## src/rtl/mode_bank_pkg.sv

```systemverilog
package mode_bank_pkg;
  localparam int MODE_W    = 5;
  localparam int NUM_BANKS = 6;
  localparam int BANK_W    = $clog2(NUM_BANKS);
  localparam int NUM_REGS  = 16;
  localparam int ADDR_W    = $clog2(NUM_REGS);
  localparam int HI_BASE   = 8;
  localparam int HI_CNT    = 5;
  localparam int SP_IDX    = 13;
  localparam int LR_IDX    = 14;

  localparam logic [MODE_W-1:0] MODE_USR = 5'h10;
  localparam logic [MODE_W-1:0] MODE_FIQ = 5'h11;
  localparam logic [MODE_W-1:0] MODE_IRQ = 5'h12;
  localparam logic [MODE_W-1:0] MODE_SVC = 5'h13;
  localparam logic [MODE_W-1:0] MODE_ABT = 5'h17;
  localparam logic [MODE_W-1:0] MODE_UND = 5'h1B;
  localparam logic [MODE_W-1:0] MODE_SYS = 5'h1F;

  localparam logic [BANK_W-1:0] BANK_FIQ = 3'd5;

  // Strobes from control to datapath for one clock edge
  typedef struct packed {
    logic              doSwitch;
    logic [BANK_W-1:0] oldBank;
    logic [BANK_W-1:0] newBank;
    logic              enterFiq;
    logic              leaveFiq;
  } swStrobe_t;

  function automatic logic modeValid(input logic [MODE_W-1:0] m);
    case (m)
      MODE_USR, MODE_SYS, MODE_SVC, MODE_ABT,
      MODE_UND, MODE_IRQ, MODE_FIQ: modeValid = 1'b1;
      default:                      modeValid = 1'b0;
    endcase
  endfunction

  function automatic logic [BANK_W-1:0] modeBank(input logic [MODE_W-1:0] m);
    case (m)
      MODE_SVC: modeBank = 3'd1;
      MODE_ABT: modeBank = 3'd2;
      MODE_UND: modeBank = 3'd3;
      MODE_IRQ: modeBank = 3'd4;
      MODE_FIQ: modeBank = 3'd5;
      default:  modeBank = 3'd0;
    endcase
  endfunction
endpackage

```

## src/rtl/mode_bank_ctrl.sv

```systemverilog
module mode_bank_ctrl
  import mode_bank_pkg::*;
(
  input  logic              clk,
  input  logic              rstN,
  input  logic              switchReq,
  input  logic [MODE_W-1:0] switchMode,
  output logic [MODE_W-1:0] curMode,
  output logic              modeErr,
  output swStrobe_t         strobe
);
  logic [MODE_W-1:0] modeQ;
  logic              errQ;
  logic              tgtOk;

  always_comb begin
    tgtOk           = modeValid(switchMode);
    strobe          = '0;
    strobe.doSwitch = switchReq && tgtOk && (switchMode != modeQ);
    strobe.oldBank  = modeBank(modeQ);
    strobe.newBank  = modeBank(switchMode);
    strobe.enterFiq = strobe.doSwitch && (strobe.newBank == BANK_FIQ);
    strobe.leaveFiq = strobe.doSwitch && (strobe.oldBank == BANK_FIQ);
  end

  always_ff @(posedge clk) begin
    if (!rstN) begin
      modeQ <= MODE_SVC;
      errQ  <= 1'b0;
    end else begin
      errQ <= switchReq && !tgtOk;
      if (strobe.doSwitch) modeQ <= switchMode;
    end
  end

  assign curMode = modeQ;
  assign modeErr = errQ;
endmodule

```

## src/rtl/mode_bank_dp.sv

```systemverilog
module mode_bank_dp
  import mode_bank_pkg::*;
#(
  parameter int DATA_W = 32
) (
  input  logic              clk,
  input  logic              rstN,
  input  swStrobe_t         strobe,
  input  logic              wrEn,
  input  logic [ADDR_W-1:0] wrAddr,
  input  logic [DATA_W-1:0] wrData,
  input  logic              spsrWrEn,
  input  logic [DATA_W-1:0] spsrWrData,
  input  logic [ADDR_W-1:0] rdAddrA,
  input  logic [ADDR_W-1:0] rdAddrB,
  output logic [DATA_W-1:0] rdDataA,
  output logic [DATA_W-1:0] rdDataB,
  output logic [DATA_W-1:0] spsrRdData
);
  logic [DATA_W-1:0] gpr     [NUM_REGS];
  logic [DATA_W-1:0] effGpr  [NUM_REGS];
  logic [DATA_W-1:0] spsrQ, effSpsr;
  logic [DATA_W-1:0] bankSp  [NUM_BANKS];
  logic [DATA_W-1:0] bankLr  [NUM_BANKS];
  logic [DATA_W-1:0] bankSr  [NUM_BANKS];
  logic [DATA_W-1:0] usrHi   [HI_CNT];
  logic [DATA_W-1:0] fiqHi   [HI_CNT];
  logic              sameBank;

  // Pending writes applied first, so banking stores the old mode's new value
  always_comb begin
    for (int i = 0; i < NUM_REGS; i++)
      effGpr[i] = (wrEn && (wrAddr == ADDR_W'(i))) ? wrData : gpr[i];
    effSpsr  = spsrWrEn ? spsrWrData : spsrQ;
    sameBank = (strobe.newBank == strobe.oldBank);
  end

  always_ff @(posedge clk) begin
    if (!rstN) begin
      for (int i = 0; i < NUM_REGS; i++)  gpr[i] <= '0;
      for (int b = 0; b < NUM_BANKS; b++) begin
        bankSp[b] <= '0;
        bankLr[b] <= '0;
        bankSr[b] <= '0;
      end
      for (int k = 0; k < HI_CNT; k++) begin
        usrHi[k] <= '0;
        fiqHi[k] <= '0;
      end
      spsrQ <= '0;
    end else begin
      for (int i = 0; i < NUM_REGS; i++) gpr[i] <= effGpr[i];
      spsrQ <= effSpsr;
      if (strobe.doSwitch) begin
        bankSp[strobe.oldBank] <= effGpr[SP_IDX];
        bankLr[strobe.oldBank] <= effGpr[LR_IDX];
        bankSr[strobe.oldBank] <= effSpsr;
        gpr[SP_IDX] <= sameBank ? effGpr[SP_IDX] : bankSp[strobe.newBank];
        gpr[LR_IDX] <= sameBank ? effGpr[LR_IDX] : bankLr[strobe.newBank];
        spsrQ       <= sameBank ? effSpsr        : bankSr[strobe.newBank];
        for (int k = 0; k < HI_CNT; k++) begin
          if (strobe.enterFiq) begin
            usrHi[k]         <= effGpr[HI_BASE+k];
            gpr[HI_BASE+k]   <= fiqHi[k];
          end
          if (strobe.leaveFiq) begin
            fiqHi[k]         <= effGpr[HI_BASE+k];
            gpr[HI_BASE+k]   <= usrHi[k];
          end
        end
      end
    end
  end

  assign rdDataA    = gpr[rdAddrA];
  assign rdDataB    = gpr[rdAddrB];
  assign spsrRdData = spsrQ;
endmodule

```

## src/rtl/mode_bank_rf.sv

```systemverilog
module mode_bank_rf
  import mode_bank_pkg::*;
#(
  parameter int DATA_W = 32
) (
  input  logic              clk,
  input  logic              rstN,
  input  logic              switchReq,
  input  logic [4:0]        switchMode,
  input  logic              wrEn,
  input  logic [3:0]        wrAddr,
  input  logic [DATA_W-1:0] wrData,
  input  logic              spsrWrEn,
  input  logic [DATA_W-1:0] spsrWrData,
  input  logic [3:0]        rdAddrA,
  output logic [DATA_W-1:0] rdDataA,
  input  logic [3:0]        rdAddrB,
  output logic [DATA_W-1:0] rdDataB,
  output logic [DATA_W-1:0] spsrRdData,
  output logic [4:0]        curMode,
  output logic              modeErr
);
  swStrobe_t strobe;

  mode_bank_ctrl u_ctrl (
    .clk       (clk),
    .rstN      (rstN),
    .switchReq (switchReq),
    .switchMode(switchMode),
    .curMode   (curMode),
    .modeErr   (modeErr),
    .strobe    (strobe)
  );

  mode_bank_dp #(.DATA_W(DATA_W)) u_dp (
    .clk       (clk),
    .rstN      (rstN),
    .strobe    (strobe),
    .wrEn      (wrEn),
    .wrAddr    (wrAddr),
    .wrData    (wrData),
    .spsrWrEn  (spsrWrEn),
    .spsrWrData(spsrWrData),
    .rdAddrA   (rdAddrA),
    .rdAddrB   (rdAddrB),
    .rdDataA   (rdDataA),
    .rdDataB   (rdDataB),
    .spsrRdData(spsrRdData)
  );
endmodule

```

## config.mk

```make
export PLATFORM = sky130hd
export DESIGN_NAME = mode_bank_rf
export DESIGN_NICKNAME = d
export VERILOG_FILES = /design/src/rtl/mode_bank_pkg.sv /design/src/rtl/mode_bank_ctrl.sv /design/src/rtl/mode_bank_dp.sv /design/src/rtl/mode_bank_rf.sv
export SDC_FILE = /design/constraint.sdc
export NUM_CORES = 2
export LEC_CHECK = 0
export ABC_AREA = 1
export BUFFER_PORTS_ARGS = -buffer_cell sky130_fd_sc_hd__buf_4
export CORE_UTILIZATION = 58
export DETAILED_ROUTE_END_ITERATION = 10
export PLACE_DENSITY = 0.75
export SKIP_CTS_REPAIR_TIMING = 1
export SLEW_MARGIN = 15
export SYNTH_ARGS = -nofsm -noshare
export SYNTH_HDL_FRONTEND = slang
export SYNTH_SLANG_ARGS = --single-unit
```

## constraint.sdc

```tcl
create_clock -name clk -period 19.3 [get_ports clk]
set_clock_uncertainty 0.1 [all_clocks]
set_input_delay 0 -clock clk [delete_from_list [all_inputs] [get_ports clk]]
set_output_delay 0 -clock clk [all_outputs]
set_load 0.05 [all_outputs]
```

After elaboration in Yosys (flattened, before gate mapping):

Memories as Yosys holds them, arrays and structs flattened.
Index checks and enable logic that the tools add are counted.

* latch bits: 0
* memories: 6
* input bits: 86
* ROM bits: 0
* word-level logic and storage cells: 207
* RAM bits: 1408
* flip-flop bits (word level): 38

* equality and inequality tests: 40
* reduce and logical (&&, ||, !) cells: 36
* shift operators: 0
* $mul: 0
* magnitude comparators: 0
* bitwise operators: 38
* $add $sub $neg: 0
* muxes and demuxes: 84
* div/mod/pow operators: 0

Memories
* u_dp.gpr: words 16, bits a word 32, read ports 9, clocked after memory_dff 0, wr ports 16, line mode_bank_dp.sv:20 `logic [DATA_W-1:0] gpr [NUM_REGS];`
* u_dp.bankLr: words 6, bits a word 32, read ports 1, clocked after memory_dff 0, wr ports 6, line mode_bank_dp.sv:24 `logic [DATA_W-1:0] bankLr [NUM_BANKS];`
* u_dp.bankSp: words 6, bits a word 32, read ports 1, clocked after memory_dff 0, wr ports 6, line mode_bank_dp.sv:23 `logic [DATA_W-1:0] bankSp [NUM_BANKS];`
* u_dp.bankSr: words 6, bits a word 32, read ports 1, clocked after memory_dff 0, wr ports 6, line mode_bank_dp.sv:25 `logic [DATA_W-1:0] bankSr [NUM_BANKS];`
* u_dp.fiqHi: words 5, bits a word 32, read ports 5, clocked after memory_dff 0, wr ports 5, line mode_bank_dp.sv:27 `logic [DATA_W-1:0] fiqHi [HI_CNT];`
* u_dp.usrHi: words 5, bits a word 32, read ports 5, clocked after memory_dff 0, wr ports 5, line mode_bank_dp.sv:26 `logic [DATA_W-1:0] usrHi [HI_CNT];`

Operator list (count)
* 32-bit two-way mux: 62
* 32-bit OR reduction: 3
* 5-bit == test, second input constant: 12
* 1-bit bitwise OR: 38
* 4-bit == test, second input constant: 8
* 3-bit case mux with 5 select lines: 2
* 1-bit logical AND: 21
* 2-bit AND reduction: 9
* 1-bit two-way mux: 17
* 4-bit by 3-bit == test with 1-bit output, second input constant: 4
* 3-bit two-way mux: 3
* 1-bit inequality test, second input constant: 9
* 4-bit by 2-bit == test with 1-bit output, second input constant: 2
* 7-bit OR reduction: 1
* 3-bit == test, second input constant: 2
* 5-bit inequality test: 1
* 4-bit by 1-bit == test with 1-bit output, second input constant: 1
* 4-bit zero test: 1
* 3-bit == test: 1
* 1-bit zero test: 1

Longest topological paths before layout:

* depth in word-level cells: 12
* depth in mapped cells: 15
* mapped depth without buffers: 12

By module:

A second synthesis with hierarchy kept.

* cells, all modules: 8734
* area, all modules: 79606.3 µm²

Modules (own cells, without submodules)
* mode_bank_dp: instances 1, cells each 8654, area each 79120.9 µm², seq. area each 48366.4 µm²
* mode_bank_ctrl: instances 1, cells each 80, area each 485.5 µm², seq. area each 120.1 µm²

Worst setup path before layout:

OpenSTA, ideal clock, no wires.

* path kind: register to register
* start point: register u_ctrl.modeQ[3] (netlist: u_ctrl.curMode[3])
* end point: memory u_dp.fiqHi[0][0], enable pin
* slack: 5.892 ns
* arrival: 12.407 ns
* cell stages (with the launch flop): 7
* library setup time: 0.901 ns
* path through: dfxtp_1 > nand2_1 > nand2_1 > nor2_1 > nand3_1 > nand2_2 > o21ai_0

RTL lines
* start: declaration: line mode_bank_ctrl.sv:12 `logic [MODE_W-1:0] modeQ;`
* start signal: assignment: line mode_bank_ctrl.sv:32 `if (strobe.doSwitch) modeQ <= switchMode;`
* end: declaration: line mode_bank_dp.sv:27

==> run metrics <==
run status=complete, but fails checks; failing checks=DRC, hold timing; register area=roughly 47000 µm²; initial antenna violation count=12; post-synthesis cell area=approximately 80000 µm²; Worst VDD drop=between 0.1 and 0.15 mV; sequential power share=0.498; ranking of synthesized cells by area=edfxtp_1, nand2_1, nor2_1, o21ai_0, inv_1; total CTS buffers=between 150 and 200; final hold vios=2; Antenna Nets Post-Route=0; TritonRoute pass-1 iters=11; main combinational cell family by area after synthesis=simple AND/OR/NAND/NOR gates; Tcrit/Tclk final=0.3043; CP peak stage delay=0.85 ns; HP Class=in -> reg; static leakage=~37 nW; crit start category=flop; WL final=approximately 250000 µm; Max-slew headroom=0.2039; Pwr per Cell Area=between 80 and 90 nW/µm²; gr ovfl total=0; area delta synth->final=11.65%; number of max-cap violations=0; most frequent cell after synthesis=nand2_1; Placer Congestion=0.8872; r2r startpoint=u_ctrl.curMode[2]; Worst Min Path Start=switchMode[0]; Async SR Flop Fraction=0; FILL cells=10795; CTS tree=built; Tot Pwr=approximately 8.0 mW; multiplexer share of the synthesized area=0.0008783; setup TNS=0 ns; crit path time final=between 5 and 6 ns; P_sw=around 2.1 mW; clock power share=0.389; Pint=just under 6 mW; Initial Util=0.5867; Setup crit end kind=flop; Critical Path Fanout Max=55; Compound-Gate Fraction of Synth Area=0.1106; Synth Area in Simple Gates=0.2190; critical path's top delay family=simple AND/OR/NAND/NOR gates; CTS H-tree lvls=4; vias in the first global route=64143; Clock Path Buffers=3; Worst Tran Pin Value=around 1.2 ns; # IOs=188; RSZ-0062 raised after global routing=false; Mean Syn Cell Area=8.591 µm²; via count=roughly 68000; Sw Share=0.2608; root buffer cell=clkbuf_16; part of the Yosys area used for sequential elements=0.5837; #FFs+latches synth=between 1500 and 2000; clk slew on worst S/H paths=~0.060 ns; Hold Path Cell Cnt=4; adder-cell share of the synthesized area=0; Netlist cell types=33; 1st-iter DRT viols=around 9600; pin count of the biggest net entering global routing=237; Critical Path AT=between 6 and 7 ns; DRC viols=3; DR WL/cell=21.71 µm; vias per cell=around 6; Reg2Reg Capture Point=u_dp.bankSr[3][22]; Reg2Reg Setup Slack=13.43 ns; Synth Warn #=0; slowest CP cell=nand2_4; Max Slew Vio Count=0; EDFF count, synth=between 1500 and 2000; I/O Buffers=187; R2R cell count=11; Hold Crit Endpoint=u_ctrl.curMode[0]; final setup violation count=0; Hold WS=-0.009038 ns; WP data required=between 15 and 20 ns; Rows=around 140; clock sink total=1574; Synth top cells by count=nand2_1, edfxtp_1, nor2_1, inv_1, o21ai_0; Achievable Freq=roughly 170 MHz; xor and xnor area share after synthesis=0.0002196; share of cells above drive strength 1=0.06252; Logic pwr share=0.113; Skew-Pair Late Insertion Delay=about 0.80 ns; die area=about 140000 µm²; Die W=372.9 µm; crit path kind=reg -> reg; Final nets=between 9000 and 10000; die height=~370 µm; first-pass GRT wire length=370600 µm; Mapped Cells=around 9300; Multi-input gate area=around 28000 µm²; critical-path cell list=inv_2 > nand2_1 > nand2_1 > nor2_1 > nand3_1 > nand3_4 > inv_2 > nand2_4 > nand3_4 > nand2_4 > buf_4; core area=136000 µm²; largest area contributor in the netlist=edfxtp_1; fin worst setup slack=~13 ns; dpl hpwl=134000 µm; pre-CTS WS=about 14 ns; CP Buf/Inv Count=3; Top FF cell, synth=edfxtp_1; Global Route Usage Sum=0.3487; post-synth top area share=0.5661
## registers in the layout, indices dropped and copies added (netlist names)
| name | cells |
|---|---|
| u_ctrl.modeErr | 1 |
| u_dp.fiqHi | 160 |
| u_dp.spsrRdData | 32 |
| u_dp.bankSp | 256 |
| u_dp.usrHi | 160 |
| u_dp.bankLr | 256 |
| u_dp.bankSr | 192 |
| u_dp.gpr | 512 |
| u_ctrl.curMode | 5 |
## layer usage
layer | track usage | share of wire | wire [µm]
met5 | 0 | 0.00025 | 61
met4 | 0.2146 | 0.063 | 15530
met3 | 0.06751 | 0.13 | 31160
met2 | 0.5491 | 0.45 | 112300
met1 | 0.4468 | 0.36 | 88450
## worst register-to-register path, cell delays in order (launching register included)
cell and delay (ns):
dfxtp_1 0.44, inv_2 0.10, nand2_1 0.08, nand2_1 0.06, nor2_1 0.15, nand3_1 0.25
nand3_4 0.65, inv_2 0.59, nand2_4 0.66, nand3_4 0.65, nand2_4 0.87, buf_4 0.86
## power by group through the flow
stage	Sequential, mW	Combinational (mW)	Clock, mW
floorplan	4.06	0.553	0
global placement	4.04	0.842	0
detailed placement	4.05	0.861	0
CTS	3.98	0.866	3.12
global route	3.99	0.976	3.24
finish	3.98	0.904	3.11
## final cells by class
type | count | share of cell area
multi-input cells | 6270 | 0.3123
well taps | 1781 | 0.02502
clock buffers | 233 | 0.05245
inverters | 1102 | 0.04655
diodes | 6 | 0.0001686
repair buffers | 364 | 0.03447
clock inverters | 70 | 0.006251
flip-flops and latches | 1574 | 0.5228
## how the worst max path moves through the flow
stage	from	endpoint	cells after the start
CTS	u_ctrl.curMode[2]	u_dp.bankSr[3][22]	11
floorplan	u_ctrl.curMode[3]	u_dp.fiqHi[0][0]	6
finish	u_ctrl.curMode[2]	u_dp.bankSr[3][22]	11
global placement	u_ctrl.curMode[1]	u_dp.bankSr[3][13]	11
detailed placement	u_ctrl.curMode[2]	u_dp.bankSr[3][13]	11
global route	u_ctrl.curMode[2]	u_dp.bankSr[3][22]	11
## cells in the final DEF (no fill, tap or decap), types with 4 or more instances in the layout
cell / n
a21oi_1: 480
buf_12: 8
buf_4: 268
bufinv_16: 6
clkbuf_1: 46
clkbuf_16: 171
clkbuf_8: 16
clkinv_1: 27
clkinv_2: 27
conb_1: 320
dfxtp_1: 70
diode_2: 6
dlygate4sd3_1: 83
edfxtp_1: 1504
inv_1: 1083
inv_2: 13
inv_6: 5
mux2i_1: 7
nand2_1: 2126
nand2_4: 9
nand3_1: 528
nand3_4: 6
nand3b_1: 64
nand4_1: 5
nor2_1: 1434
nor2_4: 10
nor3_1: 108
o211ai_1: 146
o21a_1: 32
o21ai_0: 845
o21ai_1: 7
o21ai_4: 4
o221ai_1: 83
o22ai_1: 11
or2_2: 37
## through the flow
stage            util  instance area, µm²  std cells  hold slack, ns
2_1_floorplan       -               80970       9605         0.06449
3_3_place_gp   0.6104               83000      11008          0.2079
3_5_place_dp   0.6104               83000      11008          0.2318
4_1_cts        0.6489               88230      11311         -0.6007
5_1_grt        0.6550               89070      11397         0.01056
6_report       0.6551               89070      11400       -0.009038
## kinds of logic (layout without fill, tap and decap cells)
| logic type | count (synthesis) | in the layout |
|---|---|---|
| simple gates | 4332 | 4332 |
| buf+inv | 1761 | 1769 |
| compound gates | 1609 | 1609 |
| flops | 1574 | 1574 |
| mux | 7 | 7 |
| other cells | 2 | 326 |
| xor+xnor | 2 | 2 |
No activity file was read; power rests on OpenSTA's default activity.
